## config.mk

```make
export PLATFORM = sky130hd
export DESIGN_NAME = rearm_timer
export DESIGN_NICKNAME = d
export VERILOG_FILES = /design/src/rtl/rearm_pkg.sv /design/src/rtl/rearm_period_sel.sv /design/src/rtl/rearm_counter.sv /design/src/rtl/rearm_seq.sv /design/src/rtl/rearm_timer.sv
export SDC_FILE = /design/constraint.sdc
export NUM_CORES = 1
export LEC_CHECK = 0
export ABC_AREA = 0
export ABC_CLOCK_PERIOD_IN_PS = 1900
export CORE_UTILIZATION = 44
export CTS_BUF_LIST = sky130_fd_sc_hd__clkbuf_8
export DETAILED_ROUTE_END_ITERATION = 10
export PLACE_DENSITY = 0.79
export SLEW_MARGIN = 5
export SYNTH_ARGS = -nofsm -noshare
export SYNTH_HDL_FRONTEND = slang
export SYNTH_SLANG_ARGS = --single-unit
```

## constraint.sdc

```tcl
create_clock -name clk -period 1.9 [get_ports clk]
set_clock_uncertainty 0.05 [all_clocks]
set_input_delay 0.57 -clock clk [delete_from_list [all_inputs] [get_ports clk]]
set_output_delay 0.57 -clock clk [all_outputs]
set_load 0.005 [all_outputs]
```

## src/rtl/rearm_pkg.sv

```systemverilog
package rearm_pkg;
  typedef enum logic [1:0] {
    PH_IDLE = 2'd0,
    PH_RUN  = 2'd1,
    PH_WAIT = 2'd2
  } phase_t;
endpackage

```

## src/rtl/rearm_period_sel.sv

```systemverilog
module rearm_period_sel #(
  parameter int NUM_PERIODS = 5,
  parameter int PERIOD_W    = 16,
  localparam int SEL_W      = (NUM_PERIODS > 1) ? $clog2(NUM_PERIODS) : 1
) (
  input  logic                            clk,
  input  logic                            rst,
  input  logic                            sel_we_i,
  input  logic [SEL_W-1:0]                sel_i,
  input  logic [NUM_PERIODS*PERIOD_W-1:0] period_flat_i,
  output logic [PERIOD_W-1:0]             period_o
);
  logic [PERIOD_W-1:0] slot [NUM_PERIODS];
  logic [SEL_W-1:0]    sel_q;

  for (genvar k = 0; k < NUM_PERIODS; k++) begin : g_slot
    assign slot[k] = period_flat_i[PERIOD_W*k +: PERIOD_W];
  end

  always_ff @(posedge clk) begin
    if (rst) begin
      sel_q <= '0;
    end else if (sel_we_i && (sel_i < SEL_W'(NUM_PERIODS))) begin
      sel_q <= sel_i;
    end
  end

  assign period_o = slot[sel_q];

  AST_SEL_IN_RANGE: assert property (@(posedge clk) disable iff (rst)
    sel_q < SEL_W'(NUM_PERIODS));

  AST_SEL_BAD_IGNORED: assert property (@(posedge clk) disable iff (rst)
    (sel_we_i && (sel_i >= SEL_W'(NUM_PERIODS))) |=> $stable(sel_q));
endmodule

```

## src/rtl/rearm_counter.sv

```systemverilog
module rearm_counter #(
  parameter int PERIOD_W = 16
) (
  input  logic                clk,
  input  logic                rst,
  input  logic                clr_i,
  input  logic                inc_i,
  output logic [PERIOD_W-1:0] cnt_o
);
  always_ff @(posedge clk) begin
    if (rst || clr_i) begin
      cnt_o <= '0;
    end else if (inc_i) begin
      cnt_o <= cnt_o + 1'b1;
    end
  end
endmodule

```

## src/rtl/rearm_seq.sv

```systemverilog
module rearm_seq
  import rearm_pkg::*;
#(
  parameter int PERIOD_W = 16,
  parameter int ADDR_W   = 11
) (
  input  logic                clk,
  input  logic                rst,
  input  logic                launch_i,
  input  logic [ADDR_W-1:0]   launch_addr_i,
  input  logic                core_halt_i,
  input  logic                end_cmd_i,
  input  logic [PERIOD_W-1:0] period_i,
  input  logic [PERIOD_W-1:0] cnt_i,
  output logic                cnt_clr_o,
  output logic                cnt_inc_o,
  output logic                restart_o,
  output logic [ADDR_W-1:0]   start_addr_o,
  output logic                running_o,
  output logic                timer_en_o
);
  phase_t              phase_q;
  logic [PERIOD_W-1:0] target_q;
  logic                en_next;
  logic                hit;

  assign en_next   = timer_en_o & ~end_cmd_i;
  assign hit       = (cnt_i == target_q);
  assign cnt_clr_o = (phase_q != PH_WAIT) | hit | launch_i | ~en_next;
  assign cnt_inc_o = (phase_q == PH_WAIT) & ~hit;
  assign running_o = (phase_q == PH_RUN);

  always_ff @(posedge clk) begin
    if (rst) begin
      phase_q      <= PH_IDLE;
      timer_en_o   <= 1'b0;
      restart_o    <= 1'b0;
      start_addr_o <= '0;
      target_q     <= '0;
    end else begin
      restart_o <= 1'b0;
      if (end_cmd_i) timer_en_o <= 1'b0;
      if (launch_i) begin
        timer_en_o   <= 1'b1;
        start_addr_o <= launch_addr_i;
        restart_o    <= 1'b1;
        phase_q      <= PH_RUN;
      end else begin
        unique case (phase_q)
          PH_RUN: begin
            if (core_halt_i) begin
              target_q <= period_i;
              phase_q  <= en_next ? PH_WAIT : PH_IDLE;
            end
          end
          PH_WAIT: begin
            if (!en_next) begin
              phase_q <= PH_IDLE;
            end else if (hit) begin
              restart_o <= 1'b1;
              phase_q   <= PH_RUN;
            end
          end
          default: ;
        endcase
      end
    end
  end

  AST_LAUNCH_STARTS: assert property (@(posedge clk) disable iff (rst)
    launch_i |=> (restart_o && timer_en_o && running_o));

  AST_COUNT_BOUND: assert property (@(posedge clk) disable iff (rst)
    (phase_q == PH_WAIT) |-> (cnt_i <= target_q));

  AST_COUNT_HELD: assert property (@(posedge clk) disable iff (rst)
    (phase_q != PH_WAIT) |-> (cnt_i == '0));

  AST_END_CLEARS: assert property (@(posedge clk) disable iff (rst)
    (end_cmd_i && !launch_i) |=> !timer_en_o);

  AST_NO_RESTART_DISABLED: assert property (@(posedge clk) disable iff (rst)
    (!timer_en_o && !launch_i) |=> !restart_o);

  AST_ADDR_KEPT: assert property (@(posedge clk) disable iff (rst)
    !launch_i |=> $stable(start_addr_o));
endmodule

```

## src/rtl/rearm_timer.sv

```systemverilog
module rearm_timer #(
  parameter int NUM_PERIODS = 5,
  parameter int PERIOD_W    = 16,
  parameter int ADDR_W      = 11,
  localparam int SEL_W      = (NUM_PERIODS > 1) ? $clog2(NUM_PERIODS) : 1
) (
  input  logic                            clk,
  input  logic                            rst,
  input  logic                            launch_i,
  input  logic [ADDR_W-1:0]               launch_addr_i,
  input  logic                            core_halt_i,
  input  logic [NUM_PERIODS*PERIOD_W-1:0] period_flat_i,
  input  logic                            sel_we_i,
  input  logic [SEL_W-1:0]                sel_i,
  input  logic                            end_cmd_i,
  input  logic                            wake_cmd_i,
  output logic                            restart_o,
  output logic [ADDR_W-1:0]               start_addr_o,
  output logic                            running_o,
  output logic                            timer_en_o,
  output logic                            wake_o
);
  logic [PERIOD_W-1:0] period_sel;
  logic [PERIOD_W-1:0] cnt;
  logic                cnt_clr;
  logic                cnt_inc;

  rearm_period_sel #(.NUM_PERIODS(NUM_PERIODS), .PERIOD_W(PERIOD_W)) u_sel (
    .clk(clk), .rst(rst), .sel_we_i(sel_we_i), .sel_i(sel_i),
    .period_flat_i(period_flat_i), .period_o(period_sel)
  );

  rearm_counter #(.PERIOD_W(PERIOD_W)) u_cnt (
    .clk(clk), .rst(rst), .clr_i(cnt_clr), .inc_i(cnt_inc), .cnt_o(cnt)
  );

  rearm_seq #(.PERIOD_W(PERIOD_W), .ADDR_W(ADDR_W)) u_seq (
    .clk(clk), .rst(rst), .launch_i(launch_i), .launch_addr_i(launch_addr_i),
    .core_halt_i(core_halt_i), .end_cmd_i(end_cmd_i), .period_i(period_sel),
    .cnt_i(cnt), .cnt_clr_o(cnt_clr), .cnt_inc_o(cnt_inc),
    .restart_o(restart_o), .start_addr_o(start_addr_o),
    .running_o(running_o), .timer_en_o(timer_en_o)
  );

  always_ff @(posedge clk) begin
    if (rst) wake_o <= 1'b0;
    else     wake_o <= wake_cmd_i;
  end

  AST_WAKE_KEEPS_RUN: assert property (@(posedge clk) disable iff (rst)
    (wake_cmd_i && running_o && !core_halt_i && !launch_i) |=> running_o);

  AST_WAKE_SOURCE: assert property (@(posedge clk) disable iff (rst)
    (!wake_cmd_i) |=> !wake_o);
endmodule

```

* After elaboration in Yosys (flattened, before gate mapping)
Cells that the tools add are included.
** Word-level totals
- Output and inout bits :: 15
- RAM bits :: 0
- Memories :: 0
- Input port bits :: 101
- Word-level logic and storage cells :: 54
- Register bits :: 51
- ROM bits :: 0
- Bits in latches :: 0
** Cells by class
- $add $sub $neg :: 1
- Shift-type cells :: 0
- Order comparisons :: 2
- Reduce and logical (&&, ||, !) cells :: 9
- Eq/ne operators :: 8
- Muxes and demuxes :: 15
- Bitwise operators :: 10
- Multiply operators :: 0
- Div/mod/pow operators :: 0
** Operator list (number)
- binary-select mux 16 bit (select 3 bit) :: 1
- two-way mux 16 bit :: 2
- adder 16 x 1 -> 16 bit, second input constant :: 1
- == test 16 bit :: 1
- AND reduction 3 bit :: 3
- two-way mux 2 bit :: 4
- two-way mux 1 bit :: 7
- != test 3 bit, second input constant :: 2
- greater-or-equal comparator 4 bit, second input constant :: 1
- != test 2 bit, second input constant :: 2
- != test 4 bit, second input constant :: 1
- NOT 1 bit :: 4
- NOT 3 -> 4 bit :: 1
- one-hot mux 2 bit (2 select lines) :: 1
- nonzero test 2 bit :: 2
- < comparator 3 bit, second input constant :: 1
- bitwise OR 1 bit :: 3
- nonzero test 3 bit :: 1
- AND 1 bit :: 2
- == test 2 x 1 -> 1 bit, second input constant :: 1
- == test 2 bit, second input constant :: 1
- OR reduction 2 bit :: 1
- logical AND 1 bit :: 1
- logical OR 1 bit :: 1

* Longest topological paths before layout
- Depth after elaboration :: 6
- Mapped depth :: 7

* Modules after synthesis
From an unflattened synthesis, not the netlist that was laid out.
** Second synthesis, totals
- Cells, all modules :: 331
- Area total of the unflattened synthesis :: 2985.4 um^2
** Modules (own cells, without submodules)
- rearm_seq :: cells each 159, times used 1, area an instance 1406.3 um^2
- rearm_period_sel :: cells each 89, times used 1, area an instance 828.3 um^2
- rearm_counter :: cells each 81, times used 1, area an instance 716.9 um^2
- rearm_timer :: cells each 2, times used 1, area an instance 33.8 um^2

* Worst setup path before layout
No wires, ideal clock.
- Kind :: flip-flop to flip-flop
- Start :: reg u_sel.sel_q[0]
- End :: reg u_seq.target_q[12]
- Library setup time :: 0.132 ns
- Cell stages (with the launch flop) :: 7
- Arrival :: 1.550 ns
- Period minus slack after synthesis :: 1.732 ns
- Path slack :: 0.168 ns
- Buffers on the path :: 2
- Cell sequence :: dfxtp_1 > buf_4 > buf_6 > mux4_2 > nor2b_1 > a211oi_1 > nor3_1
** On the way
- Longest elaborated chain between the ends :: 4
** Ends and longest elaborated chain
- from (decl) :: line rearm_period_sel.sv:14 : logic [SEL_W-1:0] sel_q;
- from (signal assigned) :: line rearm_period_sel.sv:24 : sel_q <= sel_i;
- NOT 3 -> 4 bit (implied by the code) :: line rearm_period_sel.sv:28 : assign period_o = slot[sel_q];
- binary-select mux 16 bit (select 3 bit) :: line rearm_period_sel.sv:28
- two-way mux 16 bit (implied by the code) (2 in series) :: line rearm_period_sel.sv:28
- to (signal assigned) :: line rearm_seq.sv:52 : target_q <= period_i;
- to (decl) :: line rearm_seq.sv:23 : logic [PERIOD_W-1:0] target_q;
No other way between the ends. The select of a mux whose other input is x is not followed.
A chain may end at the register's enable or synchronous reset.

* Final worst setup path
- Start :: reg u_seq.timer_en_o
- End :: out timer_en_o
** RTL lines
- from (decl) :: line rearm_seq.sv:20 : output logic timer_en_o
- from (signal assigned) :: line rearm_seq.sv:36 : timer_en_o <= 1'b0;
- from (signal assigned) :: line rearm_seq.sv:42 : if (end_cmd_i) timer_en_o <= 1'b0;
- from (signal assigned) :: line rearm_seq.sv:44 : timer_en_o <= 1'b1;
- to (decl) :: line rearm_timer.sv:20 : output logic timer_en_o,
No word-level cell between the ends.

==> flow_summary.toml <==
[drt]
drt_iter0_markers = 78
vias_per_cell = 5.34
drtAntennaViolNets = 0
drt_first_pass_iters = 4
dr_total_vias = 2597
route.detailed.drc = 0
finalWirelength_um = 7110
wl_per_cell_um = 14.6

[layout]
final_cells = 486
fin_util_pct = 69.9
finalNetCount = 514
drive_above_1_share_pct = 12.9
diodes = 0
syn2layout_area_growth_pct = 51.2
fin_area_sq_um = 4210

[hold_path]
hold-path-cell-count = 2
min_from = "u_seq.start_addr_o[10]$_SDFFE_PP0P_"
min_path_type = "flop to flop"

[timing]
hold_viol = 0
period_share_pct = 95.1
fmax_mhz = 554
setup_viol = 0
finalSetupTns_ns = 0
drv_slew = 0
period_needed_ns = 1.81
tightest_slew_ns = 0.619
fin_ws_ns = 0.0934
rsz0062_at_grt = "no"
max-slew-margin-rel_pct = 58.7
whs_ns = 0.450

[critical_path]
ff2ff_path_depth = 4
cp.arrival_ns = 1.19
cp_num_buf_inv = 1
crit_path_cell_trace = "clkdlybuf4s50_1"
critPathMaxStageDelay_ns = 0.52
timing.rr.start = "u_cnt.cnt_o[2]$_SDFFE_PP0N_"
r2r_slack_ns = 0.16
end_kind = "output port"
path_delay_family = "buffers and inverters"
path_class = "flop to output port"
crit_path_start_kind = "flop"
slowest_stage = "clkdlybuf4s50_1"
critical_path.max_fanout = 3
required_ns = 1.28
crit_start = "u_seq.timer_en_o$_SDFFE_PP0P_"
path_depth = 1

[synth]
yosys.cell_count.top_type = "dfxtp_1"
syn-cell-area_sq_um = 2790
synth_edf_count = 0
synth_ff_type = "dfxtp_1"
ys_seq_elements = 51
synth_top_area_cell = "dfxtp_1"
synthArstFlopShare_pct = 0
yosys-top-cells-count = "51 x dfxtp_1, 32 x nor2_1, 30 x nor3_1"
synthTopCellsByArea = "dfxtp_1 37%, mux4_2 13%, xnor2_1 6.6%"
yosysUniqueCellTypes = 40
syn_avg_cell_area_sq_um = 9.64
synthCells = 289
ys_warn_count = 0
syn_nets = 393
ys_seq_area_share_pct = 36.6
synth_top_area_share_pct = 36.6

[power]
switching_share_pct = 23.7
power_density_nw_per_um2 = 562
intPower_mw = 1.80
pwr-share-clk_pct = 28.3
p_seq_share_pct = 47.7
p_switching_mw = 0.562
peakVddDrop_v = 0.000335
p_comb_share_pct = 24.0
p_leak_nw = 1.49
power_mw = 2.37

[cts]
cts.hold.buffers_added = 0
cts_resized = 2
clock-root-buffer = "clkbuf_8"
cts_tree = "yes"
numCtsBuffers = 5
clockBufferDepth = 2
clkTransAtPathRegs_ns = 0.09
cts_num_sinks = 51
cts_setup_buffers = 0
insertion_delay_ns = 0.30
cts_htree_levels = 2

[placement]
place_ws_ns = -0.222
io_buffers = 115
dpl_cell_area_sq_um = 4110
dp_cells = 478
gp_congestion = 0.780
dp_hpwl_um = 5750

[status]
outcome = "complete, no violations"

[floorplan]
initial_utilization_pct = 46.2
io_pins = 116
die-area_sq_um = 6660
coreArea_sq_um = 6030
row_count = 28
die_h_um = 81.6
dieWidth_um = 81.6

[global_route]
met2_usage_pct = 38.4
grt_util_met3_pct = 6.11
overflow = 0
met1_usage_pct = 27.0
grt_max_degree = 32
track_usage_pct = 22.6
grt_first_pass_wirelength_um = 11500
grt_most_used_layer = "met2"
first_global_vias = 2517
antenna_found_initial = 0

[job]
cap_violations = 0
power by group through the flow:
| stage | clock network, mW | registers [mW] | logic [mW] |
|---|---|---|---|
| after floorplan | 0 | 1.15 | 0.261 |
| after global placement | 0 | 1.15 | 0.560 |
| after detailed placement | 0 | 1.15 | 0.571 |
| after CTS | 0.679 | 1.13 | 0.572 |
| after global routing | 0.731 | 1.13 | 0.615 |
| final | 0.670 | 1.13 | 0.568 |
metal layers:
| layer | vias up | wire length [um] |
|---|---|---|
| met5 | - | 0 |
| met4 | 0 | 177 |
| met3 | 15 | 365 |
| met2 | 86 | 3580 |
| met1 | 1208 | 2980 |
| li1 | 1288 | - |
cell families (layout without fill, tap and decap cells):
family          after synthesis  count (layout)  share of synthesized area [%]
simple gates                123             123                           23.9
buf+inv                      23             145                           3.86
compound gates               35              35                           8.89
flops                        51              51                           36.6
xor+xnor                     27              27                           8.49
mux                          27              27                           16.9
fa+ha+maj                     3               3                           1.35
sequential cells by signal (all words and copies together), names as in the netlist:
| signal | flops |
|---|---|
| u_cnt.cnt_o | 16 |
| u_seq.target_q | 16 |
| u_seq.start_addr_o | 11 |
| u_sel.sel_q | 3 |
| u_seq.phase_q | 2 |
| u_seq.restart_o | 1 |
| u_seq.timer_en_o | 1 |
| wake_o | 1 |
worst paths after layout:
path,to
setup reg to reg,u_cnt.cnt_o[15]$_SDFFE_PP0N_
hold reg to reg,u_seq.start_addr_o[10]$_SDFFE_PP0P_
hold / removal,u_seq.start_addr_o[10]$_SDFFE_PP0P_
setup / recovery,timer_en_o
area by class of cell:
class	count	area, sq um
clock buffers	7	96.3
clock inverters	1	3.75
fillers	483	1810
inverters	5	18.8
multi-input cells	215	1660
flip-flops and latches	51	1020
well taps	75	93.8
repair buffers	132	1320
cells in the final DEF, fill, tap and decap left out, types with 4 or more instances in the layout:
master	count
clkdlybuf4s50_1	114
dfxtp_1	50
nor2_1	32
nor3_1	30
xnor2_1	21
nor2b_1	20
a211oi_1	18
mux4_2	16
buf_4	14
mux2i_1	11
nand2_1	10
nand3_1	8
o21ai_0	7
clkbuf_8	7
inv_1	6
nand4_1	6
xor2_1	6
a21oi_1	4
No activity file was read; power rests on OpenSTA's default activity.
